===== config.mk =====
export PLATFORM = sky130hd
export DESIGN_NAME = burst_col_gen
export DESIGN_NICKNAME = d
export VERILOG_FILES = /design/src/rtl/burst_col_pkg.sv /design/src/rtl/burst_len_decode.sv /design/src/rtl/burst_beat_ctr.sv /design/src/rtl/burst_addr_map.sv /design/src/rtl/burst_col_gen.sv
export SDC_FILE = /design/constraint.sdc
export NUM_CORES = 1
export LEC_CHECK = 0
export ABC_AREA = 1
export ABC_CLOCK_PERIOD_IN_PS = 3800
export BUFFER_PORTS_ARGS = -buffer_cell sky130_fd_sc_hd__buf_2
export CORE_MARGIN = 4
export CORE_UTILIZATION = 55
export CTS_BUF_LIST = sky130_fd_sc_hd__clkbuf_8
export DETAILED_ROUTE_END_ITERATION = 10
export GPL_ROUTABILITY_DRIVEN = 0
export PLACE_DENSITY_LB_ADDON = 0.12
export SETUP_SLACK_MARGIN = 0.5
export SLEW_MARGIN = 10
export SYNTH_ARGS = -nofsm -noshare
export SYNTH_HDL_FRONTEND = slang
export SYNTH_SLANG_ARGS = --single-unit

===== constraint.sdc =====
create_clock -name clk -period 3.8 [get_ports clk]
set_input_delay 0 -clock clk [delete_from_list [all_inputs] [get_ports clk]]
set_output_delay 0 -clock clk [all_outputs]
set_load 0.05 [all_outputs]

===== src/rtl/burst_col_pkg.sv =====
// Package burst_col_pkg
// Shared encodings for the burst column generator: the burst-length codes
// and the width of the length-code field. Assumes a 3-bit length code.
package burst_col_pkg;

    localparam int LEN_CODE_W = 3;

    typedef enum logic [LEN_CODE_W-1:0] {
        BLEN_1    = 3'd0,
        BLEN_2    = 3'd1,
        BLEN_4    = 3'd2,
        BLEN_8    = 3'd3,
        BLEN_PAGE = 3'd7
    } blen_code_e;

endpackage


===== src/rtl/burst_len_decode.sv =====
// Module burst_len_decode
// Turns a burst-length code into a mask of the column bits that change
// during the burst, plus a full-page flag. Any code that is not listed
// is treated as length 1. Purely combinational.
module burst_len_decode
    import burst_col_pkg::*;
#(
    parameter int COL_W = 9
) (
    input  logic [LEN_CODE_W-1:0] code_i,
    output logic [COL_W-1:0]      mask_o,
    output logic                  page_o
);

    localparam int LG_W = $clog2(COL_W + 1);

    logic [LG_W-1:0] span_lg;

    // Map the code to log2 of the burst length and the page flag.
    always_comb begin
        span_lg = '0;
        page_o  = 1'b0;
        case (blen_code_e'(code_i))
            BLEN_2:    span_lg = LG_W'(1);
            BLEN_4:    span_lg = LG_W'(2);
            BLEN_8:    span_lg = LG_W'(3);
            BLEN_PAGE: page_o  = 1'b1;
            default:   span_lg = '0;
        endcase
    end

    // One mask bit per column bit: set when that bit moves during the burst.
    for (genvar i = 0; i < COL_W; i++) begin : g_mask
        assign mask_o[i] = page_o | (LG_W'(i) < span_lg);
    end

endmodule


===== src/rtl/burst_beat_ctr.sv =====
// Module burst_beat_ctr
// Holds the state of the burst: the captured start column, the mask of
// moving bits, the mode bits, the beat index and the valid flag. It also
// produces the last-beat flag. Assumes the beat index never goes past the
// mask on a fixed burst and wraps freely across COL_W bits on a full page.
module burst_beat_ctr #(
    parameter int COL_W = 9
) (
    input  logic             clk,
    input  logic             rst_n,
    input  logic             start_i,
    input  logic [COL_W-1:0] start_col_i,
    input  logic [COL_W-1:0] mask_i,
    input  logic             page_i,
    input  logic             ilv_i,
    input  logic             hold_i,
    input  logic             term_i,
    output logic [COL_W-1:0] base_o,
    output logic [COL_W-1:0] beat_o,
    output logic [COL_W-1:0] mask_o,
    output logic             ilv_o,
    output logic             valid_o,
    output logic             last_o
);

    logic page_q;

    // Burst state update: freeze on hold, load on start, otherwise step or stop.
    always_ff @(posedge clk) begin
        if (!rst_n) begin
            base_o  <= '0;
            beat_o  <= '0;
            mask_o  <= '0;
            ilv_o   <= 1'b0;
            page_q  <= 1'b0;
            valid_o <= 1'b0;
        end else if (hold_i) begin
            base_o  <= base_o;
        end else if (start_i) begin
            base_o  <= start_col_i;
            beat_o  <= '0;
            mask_o  <= mask_i;
            ilv_o   <= ilv_i & ~page_i;
            page_q  <= page_i;
            valid_o <= 1'b1;
        end else if (valid_o) begin
            if (term_i || last_o) begin
                valid_o <= 1'b0;
            end else begin
                beat_o  <= beat_o + COL_W'(1);
            end
        end
    end

    // Final beat of a fixed burst: the index has reached the mask.
    always_comb begin
        last_o = valid_o && !page_q && (beat_o == mask_o);
    end

endmodule


===== src/rtl/burst_addr_map.sv =====
// Module burst_addr_map
// Combines the start column with the beat index. Bits outside the mask
// keep the start column's value. Bits inside the mask take either the
// sum (sequential order) or the XOR (interleaved order). Purely combinational.
module burst_addr_map #(
    parameter int COL_W = 9
) (
    input  logic [COL_W-1:0] base_i,
    input  logic [COL_W-1:0] beat_i,
    input  logic [COL_W-1:0] mask_i,
    input  logic             ilv_i,
    output logic [COL_W-1:0] col_o
);

    logic [COL_W-1:0] seq_sum;
    logic [COL_W-1:0] ilv_xor;

    // Candidate addresses for the two orderings.
    always_comb begin
        seq_sum = base_i + beat_i;
        ilv_xor = base_i ^ beat_i;
    end

    // Per-bit select between the held start bit and the moving bit.
    for (genvar i = 0; i < COL_W; i++) begin : g_bit
        assign col_o[i] = !mask_i[i] ? base_i[i] :
                          (ilv_i ? ilv_xor[i] : seq_sum[i]);
    end

endmodule


===== src/rtl/burst_col_gen.sv =====
// Module burst_col_gen (top)
// Generates the column address sequence of one SDRAM burst. The burst
// starts with a pulse and presents one column per clock. It covers fixed
// lengths 1/2/4/8 in sequential or interleaved order and full-page bursts
// that wrap across the row until terminated. Assumes that the caller holds
// start and terminate for one cycle each, and that a row has 2**COL_W columns.
module burst_col_gen
    import burst_col_pkg::*;
#(
    parameter int COL_W = 9
) (
    input  logic                  clk,
    input  logic                  rst_n,
    input  logic                  start_i,
    input  logic [COL_W-1:0]      start_col_i,
    input  logic [LEN_CODE_W-1:0] len_code_i,
    input  logic                  ilv_i,
    input  logic                  hold_i,
    input  logic                  term_i,
    output logic [COL_W-1:0]      col_o,
    output logic                  valid_o,
    output logic                  last_o
);

    logic [COL_W-1:0] dec_mask;
    logic             dec_page;
    logic [COL_W-1:0] base_q;
    logic [COL_W-1:0] beat_q;
    logic [COL_W-1:0] mask_q;
    logic             ilv_q;

    burst_len_decode #(.COL_W(COL_W)) u_dec (
        .code_i (len_code_i),
        .mask_o (dec_mask),
        .page_o (dec_page)
    );

    burst_beat_ctr #(.COL_W(COL_W)) u_ctr (
        .clk         (clk),
        .rst_n       (rst_n),
        .start_i     (start_i),
        .start_col_i (start_col_i),
        .mask_i      (dec_mask),
        .page_i      (dec_page),
        .ilv_i       (ilv_i),
        .hold_i      (hold_i),
        .term_i      (term_i),
        .base_o      (base_q),
        .beat_o      (beat_q),
        .mask_o      (mask_q),
        .ilv_o       (ilv_q),
        .valid_o     (valid_o),
        .last_o      (last_o)
    );

    burst_addr_map #(.COL_W(COL_W)) u_map (
        .base_i (base_q),
        .beat_i (beat_q),
        .mask_i (mask_q),
        .ilv_i  (ilv_q),
        .col_o  (col_o)
    );

endmodule


* After elaboration in Yosys (flattened, before gate mapping)
Cells that the tools add are included.
Storage, ports and cells: bits of input ports 18, logic and storage cells 69, register bits after elaboration 30, output and inout bits 11
Operators by class: order comparisons 9, reduce and logical (&&, ||, !) cells 7, bitwise operators 13, eq/ne operators 6, add/sub/neg operators 2, mux-type cells 26
Operators with widths (count):
- two-way mux 9 bit | 3
- two-way mux 1 bit | 22
- < comparator 3 x 2 -> 1 bit (first input constant) | 4
- adder 9 x 1 -> 9 bit (second input constant) | 1
- adder 9 bit | 1
- == test 9 bit | 1
- bitwise OR 1 bit | 9
- XOR 9 bit | 1
- == test 3 x 2 -> 1 bit (second input constant) | 2
- one-hot mux 2 bit (3 select lines) | 1
- < comparator 1 x 2 -> 1 bit (first input constant) | 2
- < comparator 2 bit (first input constant) | 2
- < comparator 4 x 2 -> 1 bit (first input constant) | 1
- == test 3 x 1 -> 1 bit (second input constant) | 1
- == test 3 bit (second input constant) | 1
- AND reduction 3 bit | 1
- logical AND 1 bit | 2
- != test 2 bit (second input constant) | 1
- NOT 1 bit | 2
- AND reduction 2 bit | 1
- nonzero test 2 bit | 1
- bitwise AND 1 bit | 1
- logical NOT 1 bit | 1
- logical OR 1 bit | 1

* Logic depth before layout (Yosys ltp)
Gate-level depths: netlist (run 1).
depth after elaboration 7, mapped depth 11, gate-level depth less buffers 11

* Hierarchy
A second synthesis (run 1) with hierarchy kept.
Unflattened totals: cell total of the unflattened synthesis 325, area, all modules 2026.9 um^2
Modules (own cells, without submodules):
- burst_beat_ctr | cells each 216, instances 1, seq. area each 600.6 um^2, area an instance 1436.4 um^2
- burst_addr_map | cells each 95, instances 1, seq. area each 0.0 um^2, area an instance 508.0 um^2
- burst_len_decode | cells each 14, instances 1, seq. area each 0.0 um^2, area an instance 82.6 um^2

* Worst setup path before layout (run 1)
No wires, ideal clock.
path type register to output, start point register u_ctr.beat_o[0], end point output port col_o[4], cell stages (with the launch flop) 8, arrival time 2292 ps, buffers on the path 0, slack 1508 ps, data required time 3800 ps, path through dfxtp_1 > ha_1 > fa_1 > nand3_1 > nand2_1 > nand2_1 > xor2_1 > o21ai_0
Between the ends: word-level cells in the longest chain between the ends 3
Ends and longest elaborated chain:
- from (decl) | line burst_beat_ctr.sv:19 | output logic [COL_W-1:0] beat_o,
- from (signal assigned) | line burst_beat_ctr.sv:50 | beat_o <= beat_o + COL_W'(1);
- adder 9 bit | line burst_addr_map.sv:20 | seq_sum = base_i + beat_i;
- two-way mux 1 bit | line burst_addr_map.sv:27 | (ilv_i ? ilv_xor[i] : seq_sum[i]);
- two-way mux 1 bit | line burst_addr_map.sv:26 | assign col_o[i] = !mask_i[i] ? base_i[i] :
- to (decl) | line burst_col_gen.sv:20 | output logic [COL_W-1:0] col_o,
No other way between the ends.

* Final worst setup path (run 1)
start point register u_ctr.beat_o[0], end point output port col_o[6]
Same word-level chain as after synthesis.

==> metrics.txt, run 1 <==
run status=finished, final reports clean; Synthesized Nets=between 200 and 300; fraction of the yosys area taken by sequential cells=28.07%; top flip-flop cell by instance count after synthesis=sky130_fd_sc_hd__dfxtp_1; number of global-route vias before repair=1555; final routed DRC violation total=0; most common library cell in the layout ignoring fill and taps=sky130_fd_sc_hd__nand2_1; final routed wirelength across all metal layers=just over 4 mm; simple logic cell fraction of the synthesized area=between 40 and 50%; number of clock sinks=24; slew of the pin with the lowest slew margin=544.4 ps; xor/xnor share of the synthesized area=1.535%; cell repeated most along the worst path=sky130_fd_sc_hd__nand2_1; number of buffers created by CTS=3; mux share of post-synthesis cell area=0%; final-report max-slew violation count=0; Ports=29; final hold violation count=0; Fin Clk Skew=~1.7 ps; CTS tree=built; count of hold buffers inserted by post-cts repair=8; mean number of vias per cell=5.227; min cycle time layout=2112 ps; maximum number of pins on one net before global-route repair=24; Initial Utilization=60.00%; post-layout power=559.4 µW; Cells after DPL=324; master cell of the clock root buffer=sky130_fd_sc_hd__clkbuf_8; final worst hold slack=10.66 ps; number of antenna violations at the first check in global routing=0; total inserted antenna cells=0; clock buffer depth=2; number of core rows=19; Yosys top cell area share=28.07%; nature of the critical path startpoint=register; number of synthesis warnings=0; power density cells=281.2 mW/mm²; post-layout instance count excluding filler cells=335; dominant combinational cell family by area after synthesis=simple AND/OR/NAND/NOR gates; hpwl dp=roughly 3 mm; fraction of final layout cells sized beyond drive strength 1=15.79%; clock latency at the later pin of the worst-skew pair=260 ps; die area=0.004069 mm²; clock slew at reported path FFs=80 ps; post_cts resized=0; wire length of the first global-routing pass=around 7 mm; compound-gate portion of the synthesized area=about an eighth; endpoint required time on the critical path=3800 ps; number of nets in the final layout=334; leakage dissipation=0.0009960 µW; area delta synth->final=16.23%; number of H-tree branching levels=1; cell area after technology mapping=0.001712 mm²; maximum fanout encountered on the critical timing path=6; Post-Synthesis Mean Instance Area=about 6.3 µm²; library cells used by synthesis=32; number of detailed-route iterations in the first pass=4; share of synthesized cell area in full adder, half adder and majority cells=7.749%; Slowest Stage Delay on Critical Path=about 400 ps; series of cell instances along the critical path=ha_1 -> fa_1 -> nand3_1 -> nand2_1 -> a21oi_1 -> nor2_1 -> nand2_1 -> nand3_1 -> nand2_1 -> buf_2; fraction of the cycle the final worst path needs=between 50% and 60%; slowest cell on the critical path=sky130_fd_sc_hd__fa_1; highest achievable clock rate=0.4734 GHz; number of port buffers=28; most frequent cells in the layout=sky130_fd_sc_hd__nand2_1, sky130_fd_sc_hd__nor2_1, sky130_fd_sc_hd__buf_2; relative slew slack=63.67%; die width=63.79 µm; aggregate negative setup slack=0 ps; number of flops mapped to enable cells by yosys=0; VDD IR-drop max=0.2099 mV; post-CTS setup-driven buffer insertion count=0; DR WL/cell=12.22 µm; Final setup violation count=0; Core Region=~0.0029 mm²; count of routing violations after the opening detailed-route iteration=102; top cells by area, synth=sky130_fd_sc_hd__dfxtp_1, sky130_fd_sc_hd__nand2_1, sky130_fd_sc_hd__nand3_1; GRT Overall Usage=between 20% and 30%; fraction of synthesis flops using an asynchronous set or reset pin=0%; data arrival time at the worst-slack endpoint=2110 ps; overflow left after global routing=0; count of max-cap constraint violations=0; gate count after technology mapping=270; worst setup path class=register to output port; vias after detailed routing=1751; flops & latches, synth=24; Die Y-Extent=63.79 µm; post-detailed-route count of antenna-violating nets=0; cell taking the most area after synthesis=sky130_fd_sc_hd__dfxtp_1; worst hold path type=input pin to register; type of element capturing the critical path=output port; RSZ-0062 raised after global routing=no
## worst paths after layout
kind	startpoint	endpoint	slack, ps	cells past startpoint
max reg2reg	u_ctr.beat_o[1]$_SDFFE_PN0P_	u_ctr.beat_o[6]$_SDFFE_PN0P_	2250	9
min reg2reg	u_ctr.base_o[8]$_SDFFE_PN0P_	u_ctr.base_o[8]$_SDFFE_PN0P_	480	2
max	u_ctr.beat_o[0]$_SDFFE_PN0P_	col_o[6]	1690	10
min	ilv_i	u_ctr.ilv_o$_SDFFE_PN0P_	10	3
## report_power, final
group	internal (µW)	switching [µW]	total (µW)
Clock	71.0	81.0	152
Combinational	42.7	90.3	133
Sequential	263	11.7	274
Total	376	183	559
## routing by layer
metal / part of all wire, % / vias up / GRT usage (%)
met5: 0 / - / 0
met1: 49 / 764 / 29.97
met3: 4.7 / 5 / 2.277
li1: - / 943 / -
met4: 1.2 / 0 / 5.660
met2: 45 / 39 / 33.42
## layout make-up
class,count,area (µm²)
timing repair buffer,36,220.2
sequential,24,480.5
tap,31,38.79
clock buffer,3,41.29
inverter,31,116.4
multi-input combinational,210,1092
fill,264,863.3
## cell families after synthesis
logic type / Yosys count
and+or+nand+nor: 159
DFF: 24
AOI/OAI and AO/OA: 38
buffers and inverters: 36
adders and majority gates: 10
xor gates and xnor gates: 3
## Yosys cell counts (2+ instances only)
library cell	count
sky130_fd_sc_hd__nand4_1	4
sky130_fd_sc_hd__nand2_2	2
sky130_fd_sc_hd__inv_1	26
sky130_fd_sc_hd__nand2_1	85
sky130_fd_sc_hd__ha_1	9
sky130_fd_sc_hd__nor2_2	3
sky130_fd_sc_hd__nor3b_1	2
sky130_fd_sc_hd__clkbuf_1	2
sky130_fd_sc_hd__buf_2	2
sky130_fd_sc_hd__a21oi_1	17
sky130_fd_sc_hd__inv_2	4
sky130_fd_sc_hd__xor2_1	3
sky130_fd_sc_hd__o21ai_0	17
sky130_fd_sc_hd__nor2_1	29
sky130_fd_sc_hd__nand3_1	24
sky130_fd_sc_hd__nor2_4	2
sky130_fd_sc_hd__dfxtp_1	24
## stage by stage
stage               setup slack (ps)  utilization [%]  area, µm²
global route                    1504            69.74       1989
floorplan                       1508                -       1712
CTS                             1687            69.74       1989
detailed placement              1993            65.48       1868
global placement                2026            65.48       1868
finish                          1688            69.74       1989
## sequential cells by signal, indices dropped and copies added, names as in the netlist
register       flops
u_ctr.beat_o       9
u_ctr.ilv_o        1
u_ctr.valid_o      1
u_ctr.mask_o       4
u_ctr.base_o       9
## worst max-delay path, delay by kind of cell, from the launching register on
kind                     cells  cell delay (ps)
adder cells (fa/ha/maj)      2              610
AND/OR/NAND/NOR              6              430
flip-flops                   1              360
buffers and inverters        1              250
AO/OA/AOI/OAI                1              190
No activity file was read; power rests on OpenSTA's default activity.
==> run 2: changes to the inputs <==
- ABC_CLOCK_PERIOD_IN_PS: 3800 -> 1690
- CORE_UTILIZATION: 55 -> 52
- clock period: 3.8 -> 1.69 ns (I/O delays scaled with it)
==> run 2 against run 1 <==
  * The run now ends with setup timing left
  * Via count up 20%
  * Sequential power rose by 130%
  * Cell area increased by 37%
  * Largest power group unchanged
  * Worst setup slack worse by 1900 ps
  * Hold slack lost 3.2 ps
  * Non-clock buffer count rose by 19
  * Critical path type unchanged
  * Die area up 5.0%
  * Global-route usage is 6.3 points higher
  * Critical path depth unchanged
  * Largest cell class unchanged
  * Combinational power grew to 3.5 times the previous value
  * Final cell count up 10%
==> metrics.txt, run 2 (same netlist as run 1, synthesis figures left out) <==
CP Capture Point=col_o[6]; hpwl dp=3.407 mm; number of buffers created by CTS=3; fraction of the cycle the final worst path needs=115.5%; Sequential cell area=503.0 µm²; Fin Clk Skew=1.622 ps; final-report max-slew violation count=0; most common library cell in the layout ignoring fill and taps=sky130_fd_sc_hd__nand2_1; series of cell instances along the critical path=ha_4 -> fa_2 -> nand3_2 -> nand2_4 -> a21oi_2 -> nor2_1 -> nand2_1 -> nand3_2 -> nand2_4 -> buf_8; VDD IR-drop max=0.5921 mV; CP Launch Point=u_ctr.beat_o[0]$_SDFFE_PN0P_; number of fill cells=167; number of detailed-route iterations in the first pass=5; final routed wirelength across all metal layers=6.485 mm; number of H-tree branching levels=1; maximum fanout encountered on the critical timing path=3; critical path depth=10; clock slew at reported path FFs=roughly 100 ps; Initial Utilization=55.16%; number of cells on the worst reg-to-reg path=11; core utilization of the finished layout=between 80% and 90%; met3 routing resource usage after global routing=between 5 and 6%; Final setup violation count=8; fraction of met1 tracks used by global routing=between 30 and 40%; vias after detailed routing=about 2100; worst hold path type=input pin to register; number of nets in the final layout=between 300 and 400; maximum number of pins on one net before global-route repair=24; count of routing violations after the opening detailed-route iteration=just over 200; family of cells with the greatest summed delay on the critical path=adder cells; power density cells=approximately 600 mW/mm²; run status=finished with violations; final hold violation count=0; clock buffer depth=2; DR WL/cell=roughly 18 µm; master cell of the clock root buffer=sky130_fd_sc_hd__clkbuf_8; data arrival time at the worst-slack endpoint=1950 ps; post-layout instance count excluding filler cells=369; number of port buffers=28; nature of the critical path startpoint=register; fraction of final layout cells sized beyond drive strength 1=44.00%; Ports=29; Core Region=0.003103 mm²; largest registers=u_ctr.base_o (9), u_ctr.beat_o (9), u_ctr.mask_o (4); total inserted antenna cells=0; GRT Overall Usage=approximately 27%; mean number of vias per cell=5.678; post-detailed-route count of antenna-violating nets=0; aggregate negative setup slack=-1196 ps; highest achievable clock rate=0.5123 GHz; Slowest Stage Delay on Critical Path=350 ps; leakage dissipation=0.001185 µW; overflow left after global routing=0; number of global-route vias before repair=1893; worst setup path class=register to output port; CTS tree=built; slew of the pin with the lowest slew margin=530.6 ps; slowest cell on the critical path=sky130_fd_sc_hd__dfxtp_2; busiest layer in global routing=met2; type of element capturing the critical path=output port; violated checks=setup timing; number of antenna violations at the first check in global routing=0; RSZ-0062 raised after global routing=yes; final routed DRC violation total=0; endpoint required time on the critical path=1690 ps; buffers plus inverters on the worst setup path=1; min cycle time layout=roughly 2000 ps; die area=between 0.004 and 0.005 mm²; Reg2Reg Setup Slack=around 70 ps; most frequent cells in the layout=sky130_fd_sc_hd__nand2_1, sky130_fd_sc_hd__nor2_1, sky130_fd_sc_hd__inv_1; relative slew slack=~65%; clock latency at the later pin of the worst-skew pair=280 ps; number of clock sinks=24; Cells after DPL=348; die width=around 65 µm; area delta synth->final=58.85%; worst path setup slack after routing=-262.0 ps; GR Layer Usage met2=between 40% and 50%; number of core rows=20; Die Y-Extent=65.37 µm; wire length of the first global-routing pass=~8.9 mm; multi-input combinational cell area=0.001498 mm²; r2r startpoint=u_ctr.beat_o[0]$_SDFFE_PN0P_; count of max-cap constraint violations=0; worst reg2reg path endpoint=u_ctr.beat_o[2]$_SDFFE_PN0P_
run 2: cell type report:
type,count,share of cell area [%]
clock inverter,1,1.104
tap,44,2.025
sequential,24,18.50
clock buffer,3,1.519
timing repair buffer,55,17.40
multi-input combinational,211,55.09
inverter,31,4.372
run 2: worst min path at each step:
stage | startpoint | cells past startpoint | to
6_report | start_col_i[8] | 3 | u_ctr.base_o[8]$_SDFFE_PN0P_
5_1_grt | len_code_i[0] | 3 | u_ctr.mask_o[0]$_SDFFE_PN0P_
4_1_cts | len_code_i[0] | 3 | u_ctr.mask_o[0]$_SDFFE_PN0P_
3_5_place_dp | start_col_i[5] | 3 | u_ctr.base_o[5]$_SDFFE_PN0P_
3_3_place_gp | start_col_i[2] | 3 | u_ctr.base_o[2]$_SDFFE_PN0P_
2_1_floorplan | rst_n | 2 | u_ctr.mask_o[2]$_SDFFE_PN0P_
run 2: worst reg2reg max path: stages (launching register included):
cell,delay [ps]
sky130_fd_sc_hd__dfxtp_2,370
sky130_fd_sc_hd__buf_4,120
sky130_fd_sc_hd__buf_6,120
sky130_fd_sc_hd__inv_2,60
sky130_fd_sc_hd__nand2_2,60
sky130_fd_sc_hd__nand2_2,80
sky130_fd_sc_hd__nor2_4,110
sky130_fd_sc_hd__nand3_4,150
sky130_fd_sc_hd__nand2_8,140
sky130_fd_sc_hd__nand2_8,90
sky130_fd_sc_hd__nor2_1,150
sky130_fd_sc_hd__nor2_1,70
run 2: timing repair:
item,in CTS,in global routing
gates cloned,1,0
endpoints found under the setup margin,20,20
gates resized for setup,57,28
pin swaps,25,17
endpoints found under the hold margin,9,0
hold buffers,9,0
buffers inserted,4,3
run 2: power by group:
part	internal, µW	leakage (µW)	switching, µW
clock	318	0.0000357	214
sequential	590	0.000202	35.0
combinational	183	0.000947	282
total	1090	0.00118	531
run 2: metrics by stage:
step	instance area [µm²]	hold slack (ps)	total power (µW)	setup WS, ps
5_1_grt	2719	33.55	1672	-306.9
3_5_place_dp	2192	226.1	977.9	-15.77
2_1_floorplan	1937	123.0	884.0	215.8
3_3_place_gp	2192	220.3	973.3	12.48
4_1_cts	2589	9.847	1562	-216.1
6_report	2719	7.450	1622	-262.0
run 2: per-layer routing:
| layer | part of all wire, % | wire, µm | vias up |
|---|---|---|---|
| li1 | - | - | 981 |
| met4 | 4.4 | 284 | 0 |
| met3 | 6.1 | 395 | 27 |
| met2 | 52 | 3357 | 94 |
| met1 | 38 | 2446 | 993 |
| met5 | 0 | 0 | - |
